`config.mk`:
```
export PLATFORM = sky130hd
export DESIGN_NAME = byte_sequencer
export DESIGN_NICKNAME = d
export VERILOG_FILES = /design/src/rtl/seq_pkg.sv /design/src/rtl/seq_index_ctr.sv /design/src/rtl/seq_gap_timer.sv /design/src/rtl/seq_byte_sel.sv /design/src/rtl/byte_sequencer.sv
export SDC_FILE = /design/constraint.sdc
export NUM_CORES = 1
export LEC_CHECK = 0
export BUFFER_PORTS_ARGS = -buffer_cell sky130_fd_sc_hd__buf_2
export CAP_MARGIN = 20
export CELL_PAD_IN_SITES_DETAIL_PLACEMENT = 0
export CELL_PAD_IN_SITES_GLOBAL_PLACEMENT = 1
export CORE_ASPECT_RATIO = 0.7
export CORE_MARGIN = 4
export CORE_UTILIZATION = 40
export CTS_CLUSTER_SIZE = 12
export DETAILED_ROUTE_END_ITERATION = 16
export GPL_TIMING_DRIVEN = 0
export PLACE_DENSITY_LB_ADDON = 0.1
export SYNTH_ARGS = -nofsm -noshare
export SYNTH_HDL_FRONTEND = slang
export SYNTH_SLANG_ARGS = --single-unit
```
`constraint.sdc`:
```
create_clock -name clk -period 2.4 [get_ports clk]
set_input_delay 0.48 -clock clk [delete_from_list [all_inputs] [get_ports clk]]
set_output_delay 0.48 -clock clk [all_outputs]
set_load 0.01 [all_outputs]
```
`src/rtl/seq_pkg.sv`:
```
package seq_pkg;

  typedef enum logic [2:0] {
    S_IDLE = 3'd0,
    S_A    = 3'd1,
    S_B    = 3'd2,
    S_C    = 3'd3,
    S_GAP  = 3'd4,
    S_D    = 3'd5,
    S_E    = 3'd6,
    S_F    = 3'd7
  } seq_state_e;

endpackage

```
`src/rtl/seq_index_ctr.sv`:
```
module seq_index_ctr #(
  parameter int CNT_W = 4,
  parameter int IDX_W = 3
) (
  input  logic             clk,
  input  logic             rst_n,
  input  logic             clear,
  input  logic             advance,
  input  logic [CNT_W-1:0] total,
  output logic [IDX_W-1:0] idx,
  output logic             is_last
);

  logic [IDX_W-1:0] idx_q;
  logic [IDX_W-1:0] idx_d;
  logic             idx_en;

  assign idx_en = clear | advance;

  always_comb begin
    idx_d = idx_q;
    if (clear)        idx_d = '0;
    else if (advance) idx_d = idx_q + 1'b1;
  end

  always_ff @(posedge clk or negedge rst_n) begin
    if (!rst_n)      idx_q <= '0;
    else if (idx_en) idx_q <= idx_d;
  end

  assign idx     = idx_q;
  assign is_last = ((CNT_W'(idx_q) + 1'b1) == total);

  assert_idx_clear_R2: assert property (@(posedge clk) disable iff (!rst_n)
    clear |=> (idx == '0));

  assert_idx_step_R4: assert property (@(posedge clk) disable iff (!rst_n)
    (advance && !clear) |=> (idx == $past(idx) + 1'b1));

  assert_idx_hold_R4: assert property (@(posedge clk) disable iff (!rst_n)
    (!advance && !clear) |=> $stable(idx));

endmodule

```
`src/rtl/seq_gap_timer.sv`:
```
module seq_gap_timer #(
  parameter int GAP_CYCLES = 2
) (
  input  logic clk,
  input  logic rst_n,
  input  logic load,
  output logic expired
);

  generate
    if (GAP_CYCLES == 0) begin : g_nogap
      assign expired = 1'b1;
    end else begin : g_gap
      localparam int TW = (GAP_CYCLES > 1) ? $clog2(GAP_CYCLES) : 1;
      localparam logic [TW-1:0] RELOAD = TW'(GAP_CYCLES - 1);

      logic [TW-1:0] tmr_q;
      logic [TW-1:0] tmr_d;
      logic          tmr_en;

      assign tmr_en = load | (tmr_q != '0);

      always_comb begin
        if (load) tmr_d = RELOAD;
        else      tmr_d = tmr_q - 1'b1;
      end

      always_ff @(posedge clk or negedge rst_n) begin
        if (!rst_n)      tmr_q <= '0;
        else if (tmr_en) tmr_q <= tmr_d;
      end

      assign expired = (tmr_q == '0);

      assert_gap_count_R5: assert property (@(posedge clk) disable iff (!rst_n)
        (!load && tmr_q != '0) |=> (tmr_q == $past(tmr_q) - 1'b1));

      assert_gap_idle_R5: assert property (@(posedge clk) disable iff (!rst_n)
        (!load && tmr_q == '0) |=> (tmr_q == '0));
    end
  endgenerate

endmodule

```
`src/rtl/seq_byte_sel.sv`:
```
module seq_byte_sel #(
  parameter int NUM_BYTES = 8,
  parameter int BYTE_W    = 8,
  parameter int IDX_W     = 3
) (
  input  logic                        clk,
  input  logic                        rst_n,
  input  logic                        load,
  input  logic [NUM_BYTES*BYTE_W-1:0] word_in,
  input  logic [IDX_W-1:0]            idx,
  output logic [BYTE_W-1:0]           byte_out
);

  logic [NUM_BYTES*BYTE_W-1:0] word_q;
  logic [BYTE_W-1:0]           lanes [NUM_BYTES];

  always_ff @(posedge clk or negedge rst_n) begin
    if (!rst_n)    word_q <= '0;
    else if (load) word_q <= word_in;
  end

  for (genvar g = 0; g < NUM_BYTES; g++) begin : g_lane
    assign lanes[g] = word_q[g*BYTE_W +: BYTE_W];
  end

  assign byte_out = lanes[idx];

  assert_word_held_R10: assert property (@(posedge clk) disable iff (!rst_n)
    !load |=> $stable(word_q));

endmodule

```
`src/rtl/byte_sequencer.sv`:
```
module byte_sequencer
  import seq_pkg::*;
#(
  parameter int NUM_BYTES  = 8,
  parameter int BYTE_W     = 8,
  parameter int CNT_W      = 4,
  parameter int GAP_CYCLES = 2
) (
  input  logic                        clk,
  input  logic                        rst_n,
  input  logic                        start,
  input  logic [NUM_BYTES*BYTE_W-1:0] data_in,
  input  logic [CNT_W-1:0]            byte_count,
  output logic [BYTE_W-1:0]           cur_byte,
  output logic                        byte_strobe,
  output logic [2:0]                  phase,
  output logic                        busy,
  output logic                        done
);

  localparam int IDX_W = (NUM_BYTES > 1) ? $clog2(NUM_BYTES) : 1;
  localparam logic [CNT_W-1:0] MAX_CNT = CNT_W'(NUM_BYTES);

  seq_state_e       state_q, state_d;
  logic [CNT_W-1:0] cnt_q;
  logic [CNT_W-1:0] cnt_eff;
  logic             accept;
  logic             advance;
  logic             gap_load;
  logic             gap_expired;
  logic             is_last;
  logic [IDX_W-1:0] idx;
  logic [BYTE_W-1:0] sel_byte;
  logic             done_q;

  // Clamp the requested count to the word size
  assign cnt_eff = (byte_count > MAX_CNT) ? MAX_CNT : byte_count;
  assign accept  = start && (state_q == S_IDLE);

  always_ff @(posedge clk or negedge rst_n) begin
    if (!rst_n)      cnt_q <= '0;
    else if (accept) cnt_q <= cnt_eff;
  end

  assign advance  = (state_q == S_C) && !is_last;
  assign gap_load = advance && (GAP_CYCLES != 0);

  seq_index_ctr #(.CNT_W(CNT_W), .IDX_W(IDX_W)) u_idx (
    .clk     (clk),
    .rst_n   (rst_n),
    .clear   (accept),
    .advance (advance),
    .total   (cnt_q),
    .idx     (idx),
    .is_last (is_last)
  );

  seq_gap_timer #(.GAP_CYCLES(GAP_CYCLES)) u_gap (
    .clk     (clk),
    .rst_n   (rst_n),
    .load    (gap_load),
    .expired (gap_expired)
  );

  seq_byte_sel #(.NUM_BYTES(NUM_BYTES), .BYTE_W(BYTE_W), .IDX_W(IDX_W)) u_sel (
    .clk      (clk),
    .rst_n    (rst_n),
    .load     (accept),
    .word_in  (data_in),
    .idx      (idx),
    .byte_out (sel_byte)
  );

  // Next-state logic
  always_comb begin
    state_d = state_q;
    unique case (state_q)
      S_IDLE: if (start) state_d = (cnt_eff == '0) ? S_D : S_A;
      S_A:    state_d = S_B;
      S_B:    state_d = S_C;
      S_C: begin
        if (is_last)              state_d = S_D;
        else if (GAP_CYCLES == 0) state_d = S_A;
        else                      state_d = S_GAP;
      end
      S_GAP:  if (gap_expired) state_d = S_A;
      S_D:    state_d = S_E;
      S_E:    state_d = S_F;
      S_F:    state_d = S_IDLE;
      default: state_d = S_IDLE;
    endcase
  end

  always_ff @(posedge clk or negedge rst_n) begin
    if (!rst_n) begin
      state_q <= S_IDLE;
      done_q  <= 1'b0;
    end else begin
      state_q <= state_d;
      done_q  <= (state_q == S_F);
    end
  end

  assign phase       = state_q;
  assign busy        = (state_q != S_IDLE);
  assign byte_strobe = (state_q == S_A) || (state_q == S_B) || (state_q == S_C);
  assign cur_byte    = byte_strobe ? sel_byte : '0;
  assign done        = done_q;

  assert_a_to_b_R3: assert property (@(posedge clk) disable iff (!rst_n)
    (phase == 3'd1) |=> (phase == 3'd2));

  assert_b_to_c_R3: assert property (@(posedge clk) disable iff (!rst_n)
    (phase == 3'd2) |=> (phase == 3'd3));

  assert_last_to_close_R6: assert property (@(posedge clk) disable iff (!rst_n)
    (phase == 3'd3 && is_last) |=> (phase == 3'd5));

  assert_more_bytes_R5: assert property (@(posedge clk) disable iff (!rst_n)
    (phase == 3'd3 && !is_last) |=> (phase == 3'd4 || phase == 3'd1));

  assert_close_seq_R6: assert property (@(posedge clk) disable iff (!rst_n)
    (phase == 3'd5) |=> (phase == 3'd6));

  assert_close_end_R6: assert property (@(posedge clk) disable iff (!rst_n)
    (phase == 3'd6) |=> (phase == 3'd7));

  assert_done_after_f_R9: assert property (@(posedge clk) disable iff (!rst_n)
    (phase == 3'd7) |=> (done && !busy));

  assert_done_pulse_R9: assert property (@(posedge clk) disable iff (!rst_n)
    done |=> !done);

  assert_strobe_busy_R3: assert property (@(posedge clk) disable iff (!rst_n)
    byte_strobe |-> busy);

  assert_count_held_R10: assert property (@(posedge clk) disable iff (!rst_n)
    busy |=> $stable(cnt_q));

  assert_count_clamp_R8: assert property (@(posedge clk) disable iff (!rst_n)
    busy |-> (cnt_q <= MAX_CNT));

endmodule

```
==> results of run 1 <==
-- stage by stage --
stage,hold WS (ns),power [mW]
2_1_floorplan,0.1844,3.787
4_1_cts,0.02204,6.358
3_5_place_dp,0.3770,4.518
6_report,0.02102,6.351
5_1_grt,0.03442,6.807
3_3_place_gp,0.4501,4.442
-- synthesized netlist by cell type, drive strengths merged --
library cell    n
o2111ai         1
mux2i           9
xnor2           2
nor3            1
buf            15
clkbuf          7
nor2           14
dfrtp          76
xor2            3
nand3           3
a21oi           2
o22ai           1
a211oi          1
o21ai           3
mux4           16
and2            1
nand3b          4
nor4            1
inv             3
o211a           1
ha              1
o21bai          1
a31oi           1
or3             1
nand2         207
-- flip-flops by register name, indices dropped and copies added (netlist names) --
register	count
u_idx.idx	3
u_sel.word_q	64
u_gap.g_gap.tmr_q	1
phase	3
done	1
cnt_q	4
-- worst paths after layout --
path / from / endpoint / slack, ns / cells after the start
hold / removal: rst_n / u_sel.word_q[18] / 0.02 / 1
hold reg to reg: u_sel.word_q[36] / u_sel.word_q[36] / 0.47 / 2
max in group asynchronous: rst_n / u_idx.idx[0] / 1.79 / 2
setup reg to reg: u_idx.idx[0] / u_idx.idx[2] / 0.59 / 7
setup / recovery: u_idx.idx[0] / cur_byte[3] / -0.008 / 6
min in group clk: data_in[45] / u_sel.word_q[45] / 0.33 / 3
-- cell type report --
| class | instances | area (um^2) | share of cell area, % |
|---|---|---|---|
| sequential | 76 | 1903 | 40.92 |
| timing repair buffer | 91 | 533.0 | 11.46 |
| inverter | 3 | 11.26 | 0.2421 |
| clock inverter | 4 | 120.1 | 2.583 |
| tap | 120 | 150.1 | 3.228 |
| buffer | 22 | 143.9 | 3.094 |
| multi-input combinational | 274 | 1536 | 33.04 |
| clock buffer | 11 | 252.7 | 5.434 |
-- critical path: stages, from the launching register on --
cell       delay, ns
dfrtp_2         0.39
buf_8           0.15
clkbuf_16       0.16
mux4_2          0.50
mux2i_1         0.14
nor2_1          0.07
buf_2           0.18
-- power groups by stage --
stage | combinational [mW] | clock [mW] | sequential, mW
4_1_cts | 2.44 | 1.71 | 2.20
6_report | 2.46 | 1.68 | 2.21
3_3_place_gp | 2.24 | 0 | 2.20
2_1_floorplan | 1.67 | 0 | 2.12
5_1_grt | 2.75 | 1.77 | 2.29
3_5_place_dp | 2.30 | 0 | 2.21
-- logic make-up (layout without fill, tap and decap cells) --
group,count (synthesis),count (layout),synth area share [%]
flops,76,76,53.02
xor+xnor,5,5,1.221
fa+ha+maj,1,1,0.3487
simple gates,232,232,25.46
buf+inv,25,131,3.941
compound gates,11,11,2.721
mux,25,25,13.29
-- timing repair --
action	CTS	global route
pin swaps	0	1
gates resized for setup	8	0
setup endpoints to repair	8	8
setup buffers	3	1
gates cloned	1	1
-- layer usage --
metal,vias to the layer above,GRT usage (%),part of all wire [%],routed length [um]
met5,-,0,0,0
met4,0,5.188,1.0,98
met3,15,5.909,4.8,457
met2,73,29.59,44,4209
met1,1350,27.18,50,4779
li1,1412,-,-,-
==> results.toml, run 1 <==
[final_layout]
final_core_util_pct = 54.18
mostFrequentLayoutCell = "nand2_1"
num_antenna_cells = 0
final_cell_mix = "205 x nand2_1, 89 x buf_2, 75 x dfrtp_1, 14 x nor2_1, 11 x mux4_2"
syn_to_final_growth_pct = 29.65
drive_gt1_share_pct = 28.69
fin_nets = 549
final_area_um2 = 4651
final_cells = 601
fill_cells = 817

[logic_synthesis]
yosysWarnings = 0
synth_seq_cells = 76
synth_area_um2 = 3587
syn_area_per_cell_um2 = 9.566
synth_top_cell_area_share_pct = 53.02
seq_area_frac_synth_pct = 53.02
syn-num-nets = 447
synth.area.top_cells = "dfrtp_1 53%, nand2_1 21%, mux4_2 5.7%, mux4_1 5.1%, mux2i_1 2.5%"
syn_inst = 375
yosys.area.top_type = "dfrtp_1"
ys_types = 33

[clocking]
holdBufCountCts = 0
cts_made_buffers = 9
cts_num_sinks = 76
cts_tree = "done"
clockBufferDepth = 2
clk_pin_slew_ns = 0.06
htree_levels = 3
clk_latency_ns = 0.34
root_buffer = "clkbuf_16"

[die]
pin_count = 85
num_rows = 28
dieArea_um2 = 10570
die_h_um = 87.23
die_width_um = 121.2
fp.coreArea_um2 = 8583
start_util_pct = 41.79

[critical_path]
critPathKind = "register to output pin"
crit_required_ns = 1.92
critical_path_arrival_ns = 1.93
cp-start-kind = "register"
crit_fanout = 6
cp-end-kind = "output pin"

[route]
drt-pass1-iter-count = 5
vias = 2850
totalWireLength_um = 9545
drtIter0Drc = 127
drc = 0
via_per_inst = 4.742
drtAntennaViolNets = 0
wire_per_inst_um = 15.88

[power]
powerDensity_nw_per_um2 = 1366
switchingPower_mw = 2.125
leakage_nw = 2.470
peakVddDrop_uv = 610.1
combPwrFrac_pct = 38.7
switching_share_pct = 33.46
p_clk_share_pct = 26.5
p_seq_share_pct = 34.8
intPower_mw = 4.226

[global_route]
grt-ovfl-total = 0
grt_pass1_wl_um = 15320
track_usage_pct = 19.39
antenna_found_initial = 0
first_global_vias = 2975
grt_max_degree = 60

[timing]
timing.final.crit_share_pct = 100.3
max_slew_margin_pct = 51.81
rsz0062_at_grt = "yes"
setup_slack_ns = -0.007709
period_needed_ns = 2.408
final.setup_skew_ns = 0.007711
max_freq_mhz = 415.3
final_max_slew_viol_count = 0
hold_violations = 0
finalSetupTns_ns = -0.01404
setup_violations = 3
worstMarginPinSlew_ns = 0.7180

[worst_hold_path]
hp-class = "input port to asynchronous set/reset pin"

[placement]
portBuffers = 84
place_hpwl_um = 6749
gp_congestion = 0.7715
post-place-cells = 580
place_ws_ns = 0.2038
place_area_um2 = 4188

[status]
status = "complete, but fails checks"
violations = "negative setup slack"

[flow_run]
maxCapViolations = 0
No activity file was read; power rests on OpenSTA's default activity.
==> run 2, diff against run 1 <==
--- a/config.mk
+++ b/config.mk
@@ -11,7 +11,7 @@
 export CELL_PAD_IN_SITES_GLOBAL_PLACEMENT = 1
 export CORE_ASPECT_RATIO = 0.7
 export CORE_MARGIN = 4
-export CORE_UTILIZATION = 40
+export CORE_UTILIZATION = 36
 export CTS_CLUSTER_SIZE = 12
 export DETAILED_ROUTE_END_ITERATION = 16
 export GPL_TIMING_DRIVEN = 0
==> constraint.sdc (replaced) <==
create_clock -name clk -period 2.05 [get_ports clk]
set_input_delay 0.41 -clock clk [delete_from_list [all_inputs] [get_ports clk]]
set_output_delay 0.41 -clock clk [all_outputs]
set_load 0.01 [all_outputs]
==> run 2 against run 1 <==
The flow still finishes with violations (negative setup slack). Utilization down 7.0 points. Routed wire length up 0.43%. Total power up 12%. Register-to-register slack worse by 0.33 ns. Clock power down 9%. Sequential power up 17%. Critical path type unchanged. Critical endpoint is now cur_byte[5]. Largest power group unchanged. Highest routed layer unchanged.
==> results.toml, run 2 (synthesis results as in run 1) <==
[global_route]
antenna_found_initial = 0
grt_pass1_wl_um = 15640
first_global_vias = 2923
grt_max_degree = 45
track_usage_pct = 17.55
grt-ovfl-total = 0

[final_layout]
top_register = "u_sel.word_q"
final_cells = 612
drive_gt1_share_pct = 29.96
syn_to_final_growth_pct = 27.76
final_cell_mix = "205 x nand2_1, 89 x buf_2, 75 x dfrtp_1, 16 x mux4_2, 14 x nor2_1"
largest_reg_flops = 64
final_core_util_pct = 47.14
fin_nets = 551
mostFrequentLayoutCell = "nand2_1"
fill_cells = 984
reg_top3 = "u_sel.word_q x64, cnt_q x4"
num_antenna_cells = 0

[status]
violations = "negative setup slack"
status = "complete, but fails checks"

[critical_path]
cp_num_cells = 6
worstRegToRegCells = 7
cp_top_family = "multiplexers"
cpMaxStageDelayCell = "mux4_2"
worstPathBufferInverterCount = 3
critical_path_arrival_ns = 1.88
critPathKind = "register to output pin"
cp_slowest_stage_delay_ns = 0.51
cp-start-kind = "register"
crit_fanout = 4
cp-end-kind = "output pin"
path_cells = "buf_8 -> buf_6 -> mux4_2 -> mux2i_1 -> nor2_1 -> buf_2"
crit_required_ns = 1.64

[die]
dieArea_um2 = 11650
start_util_pct = 36.90
die_width_um = 127.3
fp.coreArea_um2 = 9722
pin_count = 85
die_h_um = 91.52
num_rows = 30

[power]
intPower_mw = 4.571
p_seq_share_pct = 36.5
p_clk_share_pct = 21.6
leakage_nw = 2.416
switching_share_pct = 35.57
combPwrFrac_pct = 41.9
peakVddDrop_uv = 638.3
switchingPower_mw = 2.523
powerDensity_nw_per_um2 = 1548

[placement]
portBuffers = 84
post-place-cells = 588
place_hpwl_um = 6802
place_ws_ns = -0.08130
gp_congestion = 0.7747

[route]
totalWireLength_um = 9586
vias = 2903
wire_per_inst_um = 15.66
drtAntennaViolNets = 0
via_per_inst = 4.743
drc = 0
drtIter0Drc = 189
drt-pass1-iter-count = 4

[clocking]
root_buffer = "clkbuf_16"
cts_made_buffers = 9
clockBufferDepth = 2
htree_levels = 3
clk_pin_slew_ns = 0.06
cts_num_sinks = 76
clk_latency_ns = 0.33
cts_tree = "done"

[timing]
period_needed_ns = 2.290
hold_violations = 0
max_freq_mhz = 436.6
timing.final.crit_share_pct = 111.7
final.setup_skew_ns = 0.007188
max_slew_margin_pct = 54.71
setup_violations = 8
worstMarginPinSlew_ns = 0.6793
hold_ws_ns = 0.03347
final_max_slew_viol_count = 0
rsz0062_at_grt = "yes"
setup_slack_ns = -0.2403

[worst_hold_path]
hp-class = "input port to asynchronous set/reset pin"

[flow_run]
maxCapViolations = 0
-- run 2: changes by cell type in the layout (fill, tap and decap cells not counted), moves of 3 or more --
cell	previous run	this run
clkinv_2	0	3
mux4_2	11	16
mux4_1	5	0
bufinv_16	4	1
-- run 2: worst register-to-register path, stage by stage (launching register included) --
cell and delay (ns):
dfrtp_2 0.42, buf_4 0.15, ha_1 0.32, xor2_1 0.16, a211oi_2 0.26, o22ai_4 0.14, nand2_2 0.09, mux2i_1 0.17
-- run 2: path summary, 6_finish.rpt --
path / from / to / slack [ns]
worst max register to register: u_idx.idx[0] / u_idx.idx[2] / 0.26
worst min-delay path: rst_n / u_sel.word_q[52] / 0.03
min in group clk: data_in[42] / u_sel.word_q[42] / 0.26
worst max-delay path: u_idx.idx[0] / cur_byte[5] / -0.24
max in group asynchronous: rst_n / u_idx.idx[0] / 1.43
worst min register to register: u_sel.word_q[31] / u_sel.word_q[31] / 0.47
-- run 2: through the flow --
step           instance area (um^2)  TNS, ns  total power [mW]
4_1_cts                        4579   -1.889             7.173
3_3_place_gp                   4168   -4.546             5.227
2_1_floorplan                  3587        0             4.434
6_report                       4583   -1.842             7.094
5_1_grt                        4583   -2.538             7.644
3_5_place_dp                   4198  -0.5487             5.293
-- run 2: what timing repair did --
action,4_1_cts,5_1_grt
pin swaps,1,6
hold buffers,0,0
gates resized for setup,16,1
buffers inserted,6,0
endpoints found under the setup margin,9,8
cloned,2,0
-- run 2: power groups by stage --
stage               clock network, mW  logic (mW)  registers (mW)
global route                     1.62        3.35            2.68
global placement                    0        2.65            2.57
floorplan                           0        1.95            2.48
finish                           1.53        2.97            2.59
CTS                              1.56        3.02            2.58
detailed placement                  0        2.71            2.58
-- run 2: layout make-up --
class                           instances  area [um^2]  area share [%]
Tap cell                              128        160.2           3.494
Buffer                                 22        147.6           3.221
Timing Repair Buffer                   93        554.3           12.09
Inverter                                3        11.26          0.2457
Multi-Input combinational cell        274         1521           33.20
Clock inverter                          5        52.55           1.147
Sequential cell                        76         1903           41.52
Clock buffer                           11        232.7           5.078
-- run 2: layer usage --
layer | track usage [%] | share of wire, %
met5 | 0 | 0
met4 | 4.643 | 0.48
met3 | 4.174 | 6.0
met2 | 24.96 | 44
met1 | 26.68 | 49
==> run 3, diff against run 2 <==
--- a/config.mk
+++ b/config.mk
@@ -9,7 +9,6 @@
 export CAP_MARGIN = 20
 export CELL_PAD_IN_SITES_DETAIL_PLACEMENT = 0
 export CELL_PAD_IN_SITES_GLOBAL_PLACEMENT = 1
-export CORE_ASPECT_RATIO = 0.7
 export CORE_MARGIN = 4
 export CORE_UTILIZATION = 36
 export CTS_CLUSTER_SIZE = 12
==> run 3 against run 2 <==
The run still ends with negative setup slack left. Clock power decreased by 23%. First-iteration DRC count shrank 46%. Total power is 4.6% lower. Worst setup slack got worse by 0.035 ns. Critical path type unchanged. Largest cell class unchanged.
==> results.toml, run 3 (synthesis results as in run 1) <==
[power]
leakage_nw = 2.390
powerDensity_nw_per_um2 = 1497
peakVddDrop_uv = 595.6

[clocking]
cts_num_sinks = 76
cts_made_buffers = 9
root_buffer = "clkbuf_8"
holdBufCountCts = 0
clockBufferDepth = 2
clk_pin_slew_ns = 0.08
cts_tree = "done"
htree_levels = 3
clk_latency_ns = 0.35

[final_layout]
syn_to_final_growth_pct = 26.02
top_register = "u_sel.word_q"
drive_gt1_share_pct = 30.10
mostFrequentLayoutCell = "nand2_1"
largest_reg_flops = 64
final_cell_mix = "205 x nand2_1, 89 x buf_2, 75 x dfrtp_1, 14 x mux4_2, 13 x nor2_1"
fin_nets = 552
final_core_util_pct = 46.46
reg_top3 = "u_sel.word_q x64, cnt_q x4"
num_antenna_cells = 0

[critical_path]
critical_path_arrival_ns = 1.92
cp-start-kind = "register"
cp-end-kind = "output pin"
crit_fanout = 6
critPathKind = "register to output pin"
crit_required_ns = 1.64

[route]
wire_per_inst_um = 15.71
totalWireLength_um = 9708
drtAntennaViolNets = 0
via_per_inst = 4.636
drtIter0Drc = 102
drc = 0
drt-pass1-iter-count = 5
vias = 2865

[timing]
max_slew_margin_pct = 55.82
worstMarginPinSlew_ns = 0.6628
hold_violations = 0
period_needed_ns = 2.325
max_freq_mhz = 430.1
timing.final.crit_share_pct = 113.4
rsz0062_at_grt = "yes"
finalSetupTns_ns = -2.031
final_max_slew_viol_count = 0
final.setup_skew_ns = 0.01210
setup_violations = 8
setup_slack_ns = -0.2752

[global_route]
antenna_found_initial = 0
grt_max_degree = 41
first_global_vias = 2921
grt-ovfl-total = 0
track_usage_pct = 17.90
grt_pass1_wl_um = 15370

[die]
die_h_um = 107.8
num_rows = 36
dieArea_um2 = 11630
pin_count = 85
fp.coreArea_um2 = 9729
die_width_um = 107.8
start_util_pct = 36.87

[flow_run]
maxCapViolations = 0

[status]
violations = "negative setup slack"
status = "complete, but fails checks"

[placement]
gp_congestion = 0.7518
place_hpwl_um = 6806
portBuffers = 84

[worst_hold_path]
hp-class = "input port to asynchronous set/reset pin"
==> run 3: stage by stage <==
stage                     worst slack [ns]  std cells  hold slack (ns)  total power, mW  instance area [um^2]
after floorplan                     0.2424        375           0.1144            4.434                  3587
after global placement            -0.07323        592           0.4508            5.236                  4174
after detailed placement          -0.08445        593           0.4177            5.305                  4197
after CTS                          -0.3168        616          0.02508            6.790                  4496
after global routing               -0.3704        618          0.03501            7.286                  4521
final                              -0.2752        618          0.01907            6.767                  4521
==> run 3: final timing paths <==
path | start | endpoint | slack [ns] | cells after the start
max in group asynchronous | rst_n | u_sel.word_q[11] | 1.43 | 2
min reg2reg | u_sel.word_q[50] | u_sel.word_q[50] | 0.47 | 2
min in group clk | data_in[44] | u_sel.word_q[44] | 0.24 | 3
max | u_idx.idx[0] | cur_byte[3] | -0.28 | 6
max reg2reg | u_idx.idx[0] | u_idx.idx[2] | 0.02 | 9
min | rst_n | u_sel.word_q[0] | 0.02 | 1
==> run 3: cell type report <==
type | count | area (um^2)
Fill cell | 996 | 5209
Sequential cell | 76 | 1903
Multi-Input combinational cell | 274 | 1539
Timing Repair Buffer | 94 | 554.3
Tap cell | 133 | 166.4
Clock buffer | 12 | 155.1
Buffer | 22 | 143.9
Clock inverter | 4 | 47.55
Inverter | 3 | 11.26
==> run 3: power by group <==
part	switching, mW	leakage (nW)	internal (mW)
clock network	0.552	0.102	0.626
logic	1.55	1.33	1.46
registers	0.395	0.953	2.19
total	2.50	2.39	4.27
==> run 3: what timing repair did <==
action,in CTS,in global routing
endpoints found under the setup margin,9,9
gates cloned,2,0
pin swaps,0,5
endpoints found under the hold margin,0,0
setup buffers,5,2
gates resized for setup,14,2
==> run 3: worst max-delay path, cell delays in order (launching register included) <==
cell and delay [ns]:
dfrtp_2 0.39, buf_8 0.15, buf_12 0.13, mux4_2 0.49, mux2i_1 0.17, nor2_2 0.08
buf_2 0.15
==> run 3: metal layers <==
layer	track usage (%)	up-vias	wire, um
met5	0	-	0
met4	5.140	0	70
met3	4.139	4	441
met2	28.95	72	4686
met1	24.10	1376	4510
li1	-	1413	-
